===== src/rtl/gpio_dbnc_pkg.sv =====
package gpio_dbnc_pkg;
  typedef enum logic {
    SEL_COUNT  = 1'b0,
    SEL_ENABLE = 1'b1
  } dbnc_sel_e;
endpackage


===== src/rtl/gpio_dbnc_sync.sv =====
module gpio_dbnc_sync #(
  parameter int W      = 32,
  parameter int STAGES = 2
) (
  input  logic         clk_i,
  input  logic         rst_ni,
  input  logic [W-1:0] d_i,
  output logic [W-1:0] q_o
);
  logic [STAGES-1:0][W-1:0] stg_q;

  always_ff @(posedge clk_i or negedge rst_ni) begin
    if (!rst_ni) stg_q <= '0;
    else         stg_q <= {stg_q[STAGES-2:0], d_i};
  end

  assign q_o = stg_q[STAGES-1];
endmodule


===== src/rtl/gpio_dbnc_regs.sv =====
module gpio_dbnc_regs
  import gpio_dbnc_pkg::*;
#(
  parameter int NP     = 4,
  parameter int PPP    = 8,
  parameter int CNT_W  = 8,
  parameter int PORT_W = 2,
  localparam int DATA_W = 2 * PPP
) (
  input  logic                clk_i,
  input  logic                rst_ni,
  input  logic                wr_en_i,
  input  logic                wr_sel_i,
  input  logic [PORT_W-1:0]   wr_port_i,
  input  logic [DATA_W-1:0]   wr_data_i,
  output logic [NP*CNT_W-1:0] cnt_o,
  output logic [NP*PPP-1:0]   en_o
);
  logic [PPP-1:0] wmask, wval;
  logic           sel_en;

  assign wmask  = wr_data_i[DATA_W-1:PPP];
  assign wval   = wr_data_i[PPP-1:0];
  assign sel_en = (dbnc_sel_e'(wr_sel_i) == SEL_ENABLE);

  for (genvar p = 0; p < NP; p++) begin : g_port
    logic [CNT_W-1:0] cnt_q;
    logic [PPP-1:0]   en_q;
    logic             hit;

    assign hit = wr_en_i && (wr_port_i == PORT_W'(p));

    always_ff @(posedge clk_i or negedge rst_ni) begin
      if (!rst_ni) begin
        cnt_q <= '0;
        en_q  <= '0;
      end else if (hit) begin
        if (sel_en) en_q  <= (en_q & ~wmask) | (wval & wmask);
        else        cnt_q <= wr_data_i[CNT_W-1:0];
      end
    end

    assign cnt_o[p*CNT_W +: CNT_W] = cnt_q;
    assign en_o[p*PPP +: PPP]      = en_q;
  end
endmodule


===== src/rtl/gpio_dbnc_cell.sv =====
module gpio_dbnc_cell #(
  parameter int CNT_W = 8
) (
  input  logic             clk_i,
  input  logic             rst_ni,
  input  logic             sync_i,
  input  logic             primed_i,
  input  logic             gate_i,
  input  logic [CNT_W-1:0] cnt_i,
  input  logic             tick_i,
  output logic             filt_o
);
  logic [CNT_W-1:0] stab_q;
  logic [CNT_W:0]   stab_nx;
  logic             filt_q;
  logic             bypass;

  assign bypass  = !primed_i || !gate_i;
  assign stab_nx = {1'b0, stab_q} + 1'b1;

  always_ff @(posedge clk_i or negedge rst_ni) begin
    if (!rst_ni) begin
      filt_q <= 1'b0;
      stab_q <= '0;
    end else if (bypass) begin
      filt_q <= sync_i;
      stab_q <= '0;
    end else if (sync_i == filt_q) begin
      stab_q <= '0;
    end else if (tick_i) begin
      // >= so a count lowered below a running counter releases at once
      if (stab_nx >= {1'b0, cnt_i}) begin
        filt_q <= sync_i;
        stab_q <= '0;
      end else begin
        stab_q <= stab_nx[CNT_W-1:0];
      end
    end
  end

  assign filt_o = filt_q;
endmodule


===== src/rtl/gpio_dbnc_top.sv =====
module gpio_dbnc_top #(
  parameter int NP          = 4,
  parameter int PPP         = 8,
  parameter int CNT_W       = 8,
  parameter int SYNC_STAGES = 2,
  localparam int NPIN   = NP * PPP,
  localparam int PORT_W = (NP > 1) ? $clog2(NP) : 1,
  localparam int DATA_W = 2 * PPP,
  localparam int FILL_W = $clog2(SYNC_STAGES + 2)
) (
  input  logic              clk_i,
  input  logic              rst_ni,
  input  logic              tick_ms_i,
  input  logic [NPIN-1:0]   pin_raw_i,
  input  logic              wr_en_i,
  input  logic              wr_sel_i,
  input  logic [PORT_W-1:0] wr_port_i,
  input  logic [DATA_W-1:0] wr_data_i,
  output logic [NPIN-1:0]   pin_filt_o
);
  logic [NPIN-1:0]     pin_sync;
  logic [NPIN-1:0]     pin_en;
  logic [NPIN-1:0]     pin_gate;
  logic [NP*CNT_W-1:0] cnt_flat;
  logic [FILL_W-1:0]   fill_q;
  logic                primed_q;

  gpio_dbnc_sync #(.W(NPIN), .STAGES(SYNC_STAGES)) u_sync (
    .clk_i  (clk_i),
    .rst_ni (rst_ni),
    .d_i    (pin_raw_i),
    .q_o    (pin_sync)
  );

  // Outputs track the synchronizer until the first real sample has arrived
  always_ff @(posedge clk_i or negedge rst_ni) begin
    if (!rst_ni) begin
      fill_q   <= '0;
      primed_q <= 1'b0;
    end else if (!primed_q) begin
      fill_q   <= fill_q + 1'b1;
      primed_q <= (fill_q == FILL_W'(SYNC_STAGES));
    end
  end

  gpio_dbnc_regs #(.NP(NP), .PPP(PPP), .CNT_W(CNT_W), .PORT_W(PORT_W)) u_regs (
    .clk_i     (clk_i),
    .rst_ni    (rst_ni),
    .wr_en_i   (wr_en_i),
    .wr_sel_i  (wr_sel_i),
    .wr_port_i (wr_port_i),
    .wr_data_i (wr_data_i),
    .cnt_o     (cnt_flat),
    .en_o      (pin_en)
  );

  for (genvar p = 0; p < NP; p++) begin : g_port
    logic [CNT_W-1:0] port_cnt;
    assign port_cnt = cnt_flat[p*CNT_W +: CNT_W];

    for (genvar b = 0; b < PPP; b++) begin : g_pin
      localparam int IDX = p * PPP + b;

      assign pin_gate[IDX] = pin_en[IDX] && (port_cnt != '0);

      gpio_dbnc_cell #(.CNT_W(CNT_W)) u_cell (
        .clk_i    (clk_i),
        .rst_ni   (rst_ni),
        .sync_i   (pin_sync[IDX]),
        .primed_i (primed_q),
        .gate_i   (pin_gate[IDX]),
        .cnt_i    (port_cnt),
        .tick_i   (tick_ms_i),
        .filt_o   (pin_filt_o[IDX])
      );
    end
  end
endmodule


===== config.mk =====
export PLATFORM = sky130hd
export DESIGN_NAME = gpio_dbnc_top
export DESIGN_NICKNAME = d
export VERILOG_FILES = /design/src/rtl/gpio_dbnc_pkg.sv /design/src/rtl/gpio_dbnc_sync.sv /design/src/rtl/gpio_dbnc_regs.sv /design/src/rtl/gpio_dbnc_cell.sv /design/src/rtl/gpio_dbnc_top.sv
export SDC_FILE = /design/constraint.sdc
export NUM_CORES = 1
export LEC_CHECK = 0
export CAP_MARGIN = 10
export CORE_ASPECT_RATIO = 1.75
export CORE_MARGIN = 10
export CORE_UTILIZATION = 40
export CTS_CLUSTER_SIZE = 16
export DETAILED_ROUTE_END_ITERATION = 10
export PLACE_DENSITY = 0.58
export SLEW_MARGIN = 20
export SYNTH_ARGS = -nofsm -noshare
export SYNTH_HDL_FRONTEND = slang
export SYNTH_HIERARCHICAL = 1
export SYNTH_SLANG_ARGS = --single-unit

===== constraint.sdc =====
create_clock -name clk_i -period 2.3 [get_ports clk_i]
set_input_delay 0.46 -clock clk_i [delete_from_list [all_inputs] [get_ports clk_i]]
set_output_delay 0.46 -clock clk_i [all_outputs]
set_load 0.01 [all_outputs]

==> key figures, run 1 <==
Routing
  – First-pass DRT Iterations: 5
  – DRC Markers: 0
  – Wirelength per Cell: 17.7 um
  – DR vias/cell: 5.43
  – Drt total wl: 92,800 um
  – Initial DRC count: 1,424
  – ANT nets after route: 0
  – Via count: 28,500

Power
  – Internal power: 0.0177 W
  – Combinational fraction of design power: 40.7%
  – Sequential power share: 31.5%
  – Worst IR Drop VDD: 0.660 mV
  – Leak pwr: 19.5 nW
  – Sw frac: 36.6%
  – Pwr/cell area: 645 nW/um^2
  – Clock power frac: 27.7%
  – P_sw: 0.0102 W

STA
  – Unrepaired setup endpoints after global routing: yes
  – Slew @ Worst Pin: 0.989 ns
  – Final Hold Viols: 0
  – Layout Skew: 0.0138 ns
  – Final max-slew violation count: 0
  – Setup violators final: 210
  – Final setup margin: -0.178 ns
  – Max_slew headroom: 33.6%
  – Fmax: 403 MHz
  – Period utilisation layout: 108%
  – Final min period: 2.48 ns

Worst setup path
  – Endpoint class of the critical path: register
  – Critical path fanouts, max: 6
  – Critical register-to-register path startpoint: g_port[3].g_pin[6].u_cell/stab_q[1]
  – CP peak stage delay: 0.41 ns
  – Max stage delay cell, worst path: dfrtp_1
  – Setup crit start kind: register
  – Most used cell along the critical path: ha_4
  – Crit path required time: 2.81 ns
  – Worst path cell trace: ha_4 > and3_4 > nand3_4 > xnor2_4 > ha_4 > a21oi_2 > o22ai_2 > a211oi_4 > buf_6 > nand4_1 > a31oi_2
  – CP arrival: 2.99 ns
  – CP Class: reg -> reg
  – Worst Setup SP: g_port[3].g_pin[6].u_cell/stab_q[1]

Layout
  – Final Instance Count excl. Fillers: 5,241
  – Design Area, Final: 43,400 um^2
  – Share of cells above drive strength 1: 40.3%
  – Multi-input logic area: 21,500 um^2
  – Reg area: 10,500 um^2
  – Fill count: 6,443
  – Area Growth Syn to Fin: 43.4%
  – Final net count: 4,537

Synthesis
  – Post-synth top area share: 34.7%
  – Synth Area in Adders: 12.0%
  – Post-synthesis compound-gate area fraction: 12.2%
  – Post-Synth Simple-Gate Area: 24.7%
  – Mean Syn Cell Area: 8.94 um^2
  – Post-Synth XOR/XNOR Area: 6.46%
  – Sequential area share after synthesis: 34.7%
  – Synth top area cells: dfrtp_1 (35%), ha_1 (12%), nand2_1 (5.5%)
  – Synthesis-stage register bit count: 419
  – Synthesized net count: 3,727
  – Post-synth top area cell: dfrtp_1
  – Yosys cell types: 54
  – Top cells by count, synth: nand2_1 (447), dfrtp_1 (419), ha_1 (289)
  – Post-Syn Area: 30,200 um^2
  – Count of flip-flops with a built-in enable after synthesis: 0
  – Ys Warns: 6
  – Async set-reset flop share out of synthesis: 100%
  – Mux cell area share after synthesis: 3.62%
  – Largest family of logic cells by synthesized area: simple AND/OR/NAND/NOR gates
  – Synth Instances: 3,383
  – Most used DFF post-synth: dfrtp_1
  – Top-count cell post-synth: nand2_1

Clock network
  – Worst skew pair latency: 0.61 ns
  – H-tree levels: 2
  – CTS tree: yes
  – Clk slew on worst S/H paths: 0.06 ns
  – CTS Buf Count: 46
  – Root Buffer: clkbuf_16
  – Max Root-Sink Buffers: 3
  – Clk sinks: 419

Global routing
  – Vias in the first global route: 29,800
  – GRT overflow: 0
  – Pin count of the biggest net entering global routing: 82
  – Gr usage total: 20.4%
  – First-pass GRT wire length: 148,000 um
  – Initial antenna violation count: 1

Placement
  – Final Wtd Congestion: 0.867
  – Placed cells: 4,960
  – Dpl ws: -0.232 ns
  – DP Wirelength: 63,600 um
  – Post-placement cell area: 36,300 um^2
  – Port-buffer cells: 86

Floorplan
  – Initial Util: 40.3%
  – Core area: 75,100 um^2
  – Total die area: 87,400 um^2
  – Chip height: 384 um
  – Std cell rows: 133
  – I/O pins: 87
  – Chip width: 228 um

Status
  – Outcome: complete, but fails checks
  – Failing checks: negative setup slack

Worst hold path
  – Worst hold start: pin_raw_i[8]
  – Worst hold path type: in -> reg

Flow run
  – Max-Cap Viols: 0
## metal layers
metal | wire length [um] | GRT usage (%) | up-vias
li1 | - | - | 13600
met1 | 34000 | 20.4 | 14100
met2 | 52100 | 41.1 | 561
met3 | 2840 | 2.55 | 243
met4 | 3830 | 8.55 | 2
met5 | 13 | 0 | -
## critical path, delay by kind of cell, from the launching register on
family | cells | cell delay [ns]
adders and majority gates | 2 | 0.39
DFF | 1 | 0.41
AOI/OAI and AO/OA | 4 | 0.83
xor gates and xnor gates | 1 | 0.16
and+or+nand+nor | 3 | 0.40
buffers and inverters | 1 | 0.18
## layout by cell type (no fill, tap or decap), types with 40 or more instances in the layout
| cell type | instances |
|---|---|
| dfrtp_1 | 391 |
| nand3_4 | 41 |
| nand3_1 | 97 |
| a21oi_1 | 73 |
| buf_4 | 674 |
| a31oi_1 | 145 |
| ha_4 | 46 |
| a21oi_2 | 146 |
| mux2_2 | 61 |
| xor2_1 | 40 |
| or2_2 | 59 |
| clkdlybuf4s50_1 | 84 |
| xnor2_1 | 87 |
| nand3_2 | 121 |
| nand4b_1 | 63 |
| nand2_1 | 447 |
| ha_1 | 239 |
| buf_6 | 121 |
| clkbuf_16 | 49 |
| xnor2_2 | 64 |
| inv_1 | 258 |
| nand4_1 | 188 |
| nor2_1 | 147 |
## power by group through the flow
stage               sequential, W  combinational [W]  clock [W]
CTS                       0.00876             0.0106    0.00801
finish                    0.00882             0.0114    0.00775
global route              0.00891             0.0125    0.00825
detailed placement        0.00885            0.00930          0
floorplan                 0.00900            0.00527          0
global placement          0.00883            0.00915          0
## worst paths after layout
| check | to | slack, ns | depth (start not counted) |
|---|---|---|---|
| max | g_port[3].g_pin[6].u_cell/stab_q[3] | -0.18 | 11 |
| min | u_sync/stg_q[8] | 0.29 | 1 |
| max reg2reg | g_port[3].g_pin[6].u_cell/stab_q[3] | -0.18 | 11 |
| min reg2reg | u_sync/q_o[8] | 0.35 | 0 |
| max in group asynchronous | g_port[0].g_pin[6].u_cell/stab_q[0] | 1.15 | 3 |
| min in group asynchronous | u_sync/stg_q[12] | 0.30 | 2 |
## per-stage QoR
step / setup TNS [ns] / hold WS, ns / util (%) / total power (W)
after floorplan: 0 / 0.164 / - / 0.0143
after global placement: -18.99 / 0.332 / 48.3 / 0.0180
after detailed placement: -25.46 / 0.335 / 48.3 / 0.0182
after CTS: -12.66 / 0.251 / 55.0 / 0.0274
after global routing: -42.20 / 0.264 / 57.8 / 0.0297
final: -11.12 / 0.286 / 57.8 / 0.0280
## cell families after synthesis
kind of cell / Yosys count
DFF: 419
muxes: 97
and+or+nand+nor: 1425
xor gates and xnor gates: 223
buffers and inverters: 392
AOI/OAI and AO/OA: 538
adders and majority gates: 289
## registers in the layout (all words and copies together) (netlist names), named ones only
register,cells
fill_q,2
g_port.g_pin.u_cell/filt_o,32
g_port.g_pin.u_cell/stab_q,256
primed_q,1
u_regs/g_port.cnt_q,32
u_sync/q_o,32
u_sync/stg_q,32
## area by class of cell
cell class,count,share of cell area (%)
Multi-Input combinational cell,2572,49.6
Antenna cell,1,0.00577
Tap cell,1012,2.92
Clock inverter,15,0.309
Sequential cell,419,24.3
Inverter,258,2.23
Timing Repair Buffer,896,17.5
Clock buffer,68,3.22
## timing repair
item	CTS	global route
hold endpoints to repair	41	0
resized for setup	510	312
setup buffers	128	63
cloned	10	0
hold buffers	1	0
endpoints found under the setup margin	279	288
pin swaps	583	377
No activity file was read; power rests on OpenSTA's default activity.
==> run 2, diff against run 1 <==
Settings changed: CORE_ASPECT_RATIO 1.75 to 0.7.
==> run 2 against run 1 <==
Net effect:
- critical path type unchanged
- critical path depth down 1
- sequential share of layout area about the same
- the run still ends with negative setup slack left
- final area about the same
- largest cell class unchanged
- clock-buffer cell count unchanged
- highest routed layer unchanged
- sequential power is essentially flat
==> key figures, run 2 (same netlist as run 1, synthesis figures left out) <==
Worst setup path
  – Critical path's top delay family: compound AO/OA/AOI/OAI gates
  – Max stage delay cell, worst path: dfrtp_2
  – Critical register-to-register path startpoint: g_port[1].g_pin[3].u_cell/stab_q[0]
  – CP arrival: 2.97 ns
  – Worst path cell trace: ha_4 > nand3_4 > nor2_4 > xor2_1 > ha_1 > a21oi_2 > o22ai_2 > a211oi_4 > a21oi_2 > mux2_4
  – Critical path fanouts, max: 4
  – Worst path buffer plus inverter count: 0
  – Most used cell along the critical path: a21oi_2
  – Critical Path Sink: g_port[1].g_pin[3].u_cell/filt_o
  – R2R Setup Slk: -0.16 ns
  – Endpoint class of the critical path: register
  – Setup crit start kind: register
  – Reg-to-reg endpoint: g_port[1].g_pin[3].u_cell/filt_o
  – Worst reg2reg path depth: 10
  – CP Class: reg -> reg
  – Worst Setup SP: g_port[1].g_pin[3].u_cell/stab_q[0]
  – Crit path required time: 2.81 ns
  – CP peak stage delay: 0.44 ns
  – Levels on crit path: 10

Clock network
  – Max Root-Sink Buffers: 3
  – CTS tree: yes
  – Worst skew pair latency: 0.63 ns
  – CTS Buf Count: 49
  – Root Buffer: clkbuf_16
  – Clk slew on worst S/H paths: 0.07 ns
  – Clk sinks: 419
  – H-tree levels: 2

Global routing
  – Initial antenna violation count: 4
  – Met1 usage: 28.9%
  – Grt peak-use layer: met2
  – Pin count of the biggest net entering global routing: 81
  – First-pass GRT wire length: 144,000 um
  – Met3 GRT Util: 2.93%
  – Vias in the first global route: 27,200
  – Gr usage total: 19.8%
  – Met2 Use GR: 30.1%
  – GRT overflow: 0

Layout
  – Util after Layout: 57.8%
  – Final Instance Count excl. Fillers: 5,189
  – Final net count: 4,502
  – Commonest non-fill, non-tap cells in the layout: buf_4 (625), nand2_1 (446), dfrtp_1 (384), inv_1 (257), ha_1 (240)
  – Commonest non-fill, non-tap cell in the layout: buf_4
  – Share of cells above drive strength 1: 39.9%
  – Largest register FFs: 256
  – Area Growth Syn to Fin: 43.3%
  – Biggest register: g_port.g_pin.u_cell/stab_q
  – Fill count: 6,370

Floorplan
  – Core area: 75,000 um^2
  – Initial Util: 40.3%
  – Chip width: 349 um
  – I/O pins: 87
  – Total die area: 87,200 um^2
  – Chip height: 250 um
  – Std cell rows: 84

STA
  – Final Hold Viols: 0
  – Fmax: 407 MHz
  – Unrepaired setup endpoints after global routing: yes
  – Final min period: 2.46 ns
  – Period utilisation layout: 107%
  – Final setup margin: -0.157 ns
  – Max_slew headroom: 37.6%
  – Setup TNS Final: -6.22 ns
  – Final max-slew violation count: 0
  – Layout Skew: 0.0229 ns
  – Slew @ Worst Pin: 0.930 ns
  – Setup violators final: 160

Placement
  – Placed cells: 4,919
  – Port-buffer cells: 86
  – Dpl ws: -0.201 ns
  – Final Wtd Congestion: 0.864
  – DP Wirelength: 60,500 um

Flow run
  – Max-Cap Viols: 0

Routing
  – Wirelength per Cell: 17.6 um
  – Drt total wl: 91,200 um
  – DR vias/cell: 5.43
  – Via count: 28,200
  – ANT nets after route: 0
  – Initial DRC count: 1,763
  – First-pass DRT Iterations: 6
  – DRC Markers: 0

Worst hold path
  – Worst hold path type: in -> reg

Power
  – Total power: 0.0290 W
  – Leak pwr: 19.4 nW
  – Worst IR Drop VDD: 0.621 mV
  – Pwr/cell area: 669 nW/um^2

Status
  – Failing checks: negative setup slack
  – Outcome: complete, but fails checks
## run 2: changes by cell type in the layout (fill, tap and decap cells not counted), sizes merged
cell	change
clkinvlp	+1
inv	+2
diode	+1
bufinv	+7
buf	-38
clkinv	-2
## run 2: cell type report
type                    instances  area [um^2]  area share (%)
multi-input cells            2572        21500            49.7
clock buffers                  68         1390            3.21
diodes                          2         5.00          0.0115
repair buffers                858         7320            16.9
clock inverters                23          358           0.826
well taps                     989         1240            2.86
flip-flops and latches        419        10500            24.3
inverters                     258          968            2.23
## run 2: repair_timing
| action | in CTS | in global routing |
|---|---|---|
| resized for setup | 501 | 350 |
| endpoints found under the hold margin | 19 | 0 |
| gates cloned | 7 | 0 |
| pin swaps | 517 | 393 |
| hold buffers | 1 | 0 |
| setup endpoints to repair | 276 | 288 |
| buffers inserted | 108 | 62 |
## run 2: worst min-delay path by stage
| stage | slack [ns] | cells after the start | from | end |
|---|---|---|---|---|
| after global routing | 0.25 | 1 | pin_raw_i[26] | u_sync/stg_q[26] |
| after detailed placement | 0.33 | 0 | u_sync/stg_q[14] | u_sync/q_o[14] |
| after global placement | 0.33 | 0 | u_sync/stg_q[9] | u_sync/q_o[9] |
| final | 0.27 | 1 | pin_raw_i[21] | u_sync/stg_q[21] |
| after CTS | 0.23 | 1 | pin_raw_i[26] | u_sync/stg_q[26] |
| after floorplan | 0.16 | 0 | rst_ni | fill_q[0] |
## run 2: metal layers
metal,vias to the layer above,share of wire (%)
met1,13900,48
met2,594,45
met5,-,0.044
met3,138,4.7
li1,13600,-
met4,6,2.4
## run 2: power by group
group / internal, W / leakage, nW / switching [W]
registers: 0.00811 / 5.42 / 0.000729
clock network: 0.00524 / 0.852 / 0.00350
logic: 0.00524 / 13.1 / 0.00620
total: 0.0186 / 19.4 / 0.0104
## run 2: metrics by stage
stage	area [um^2]	hold slack, ns
2_1_floorplan	30400	0.164
3_3_place_gp	36100	0.331
3_5_place_dp	36100	0.335
4_1_cts	41100	0.232
5_1_grt	43300	0.253
6_report	43300	0.267
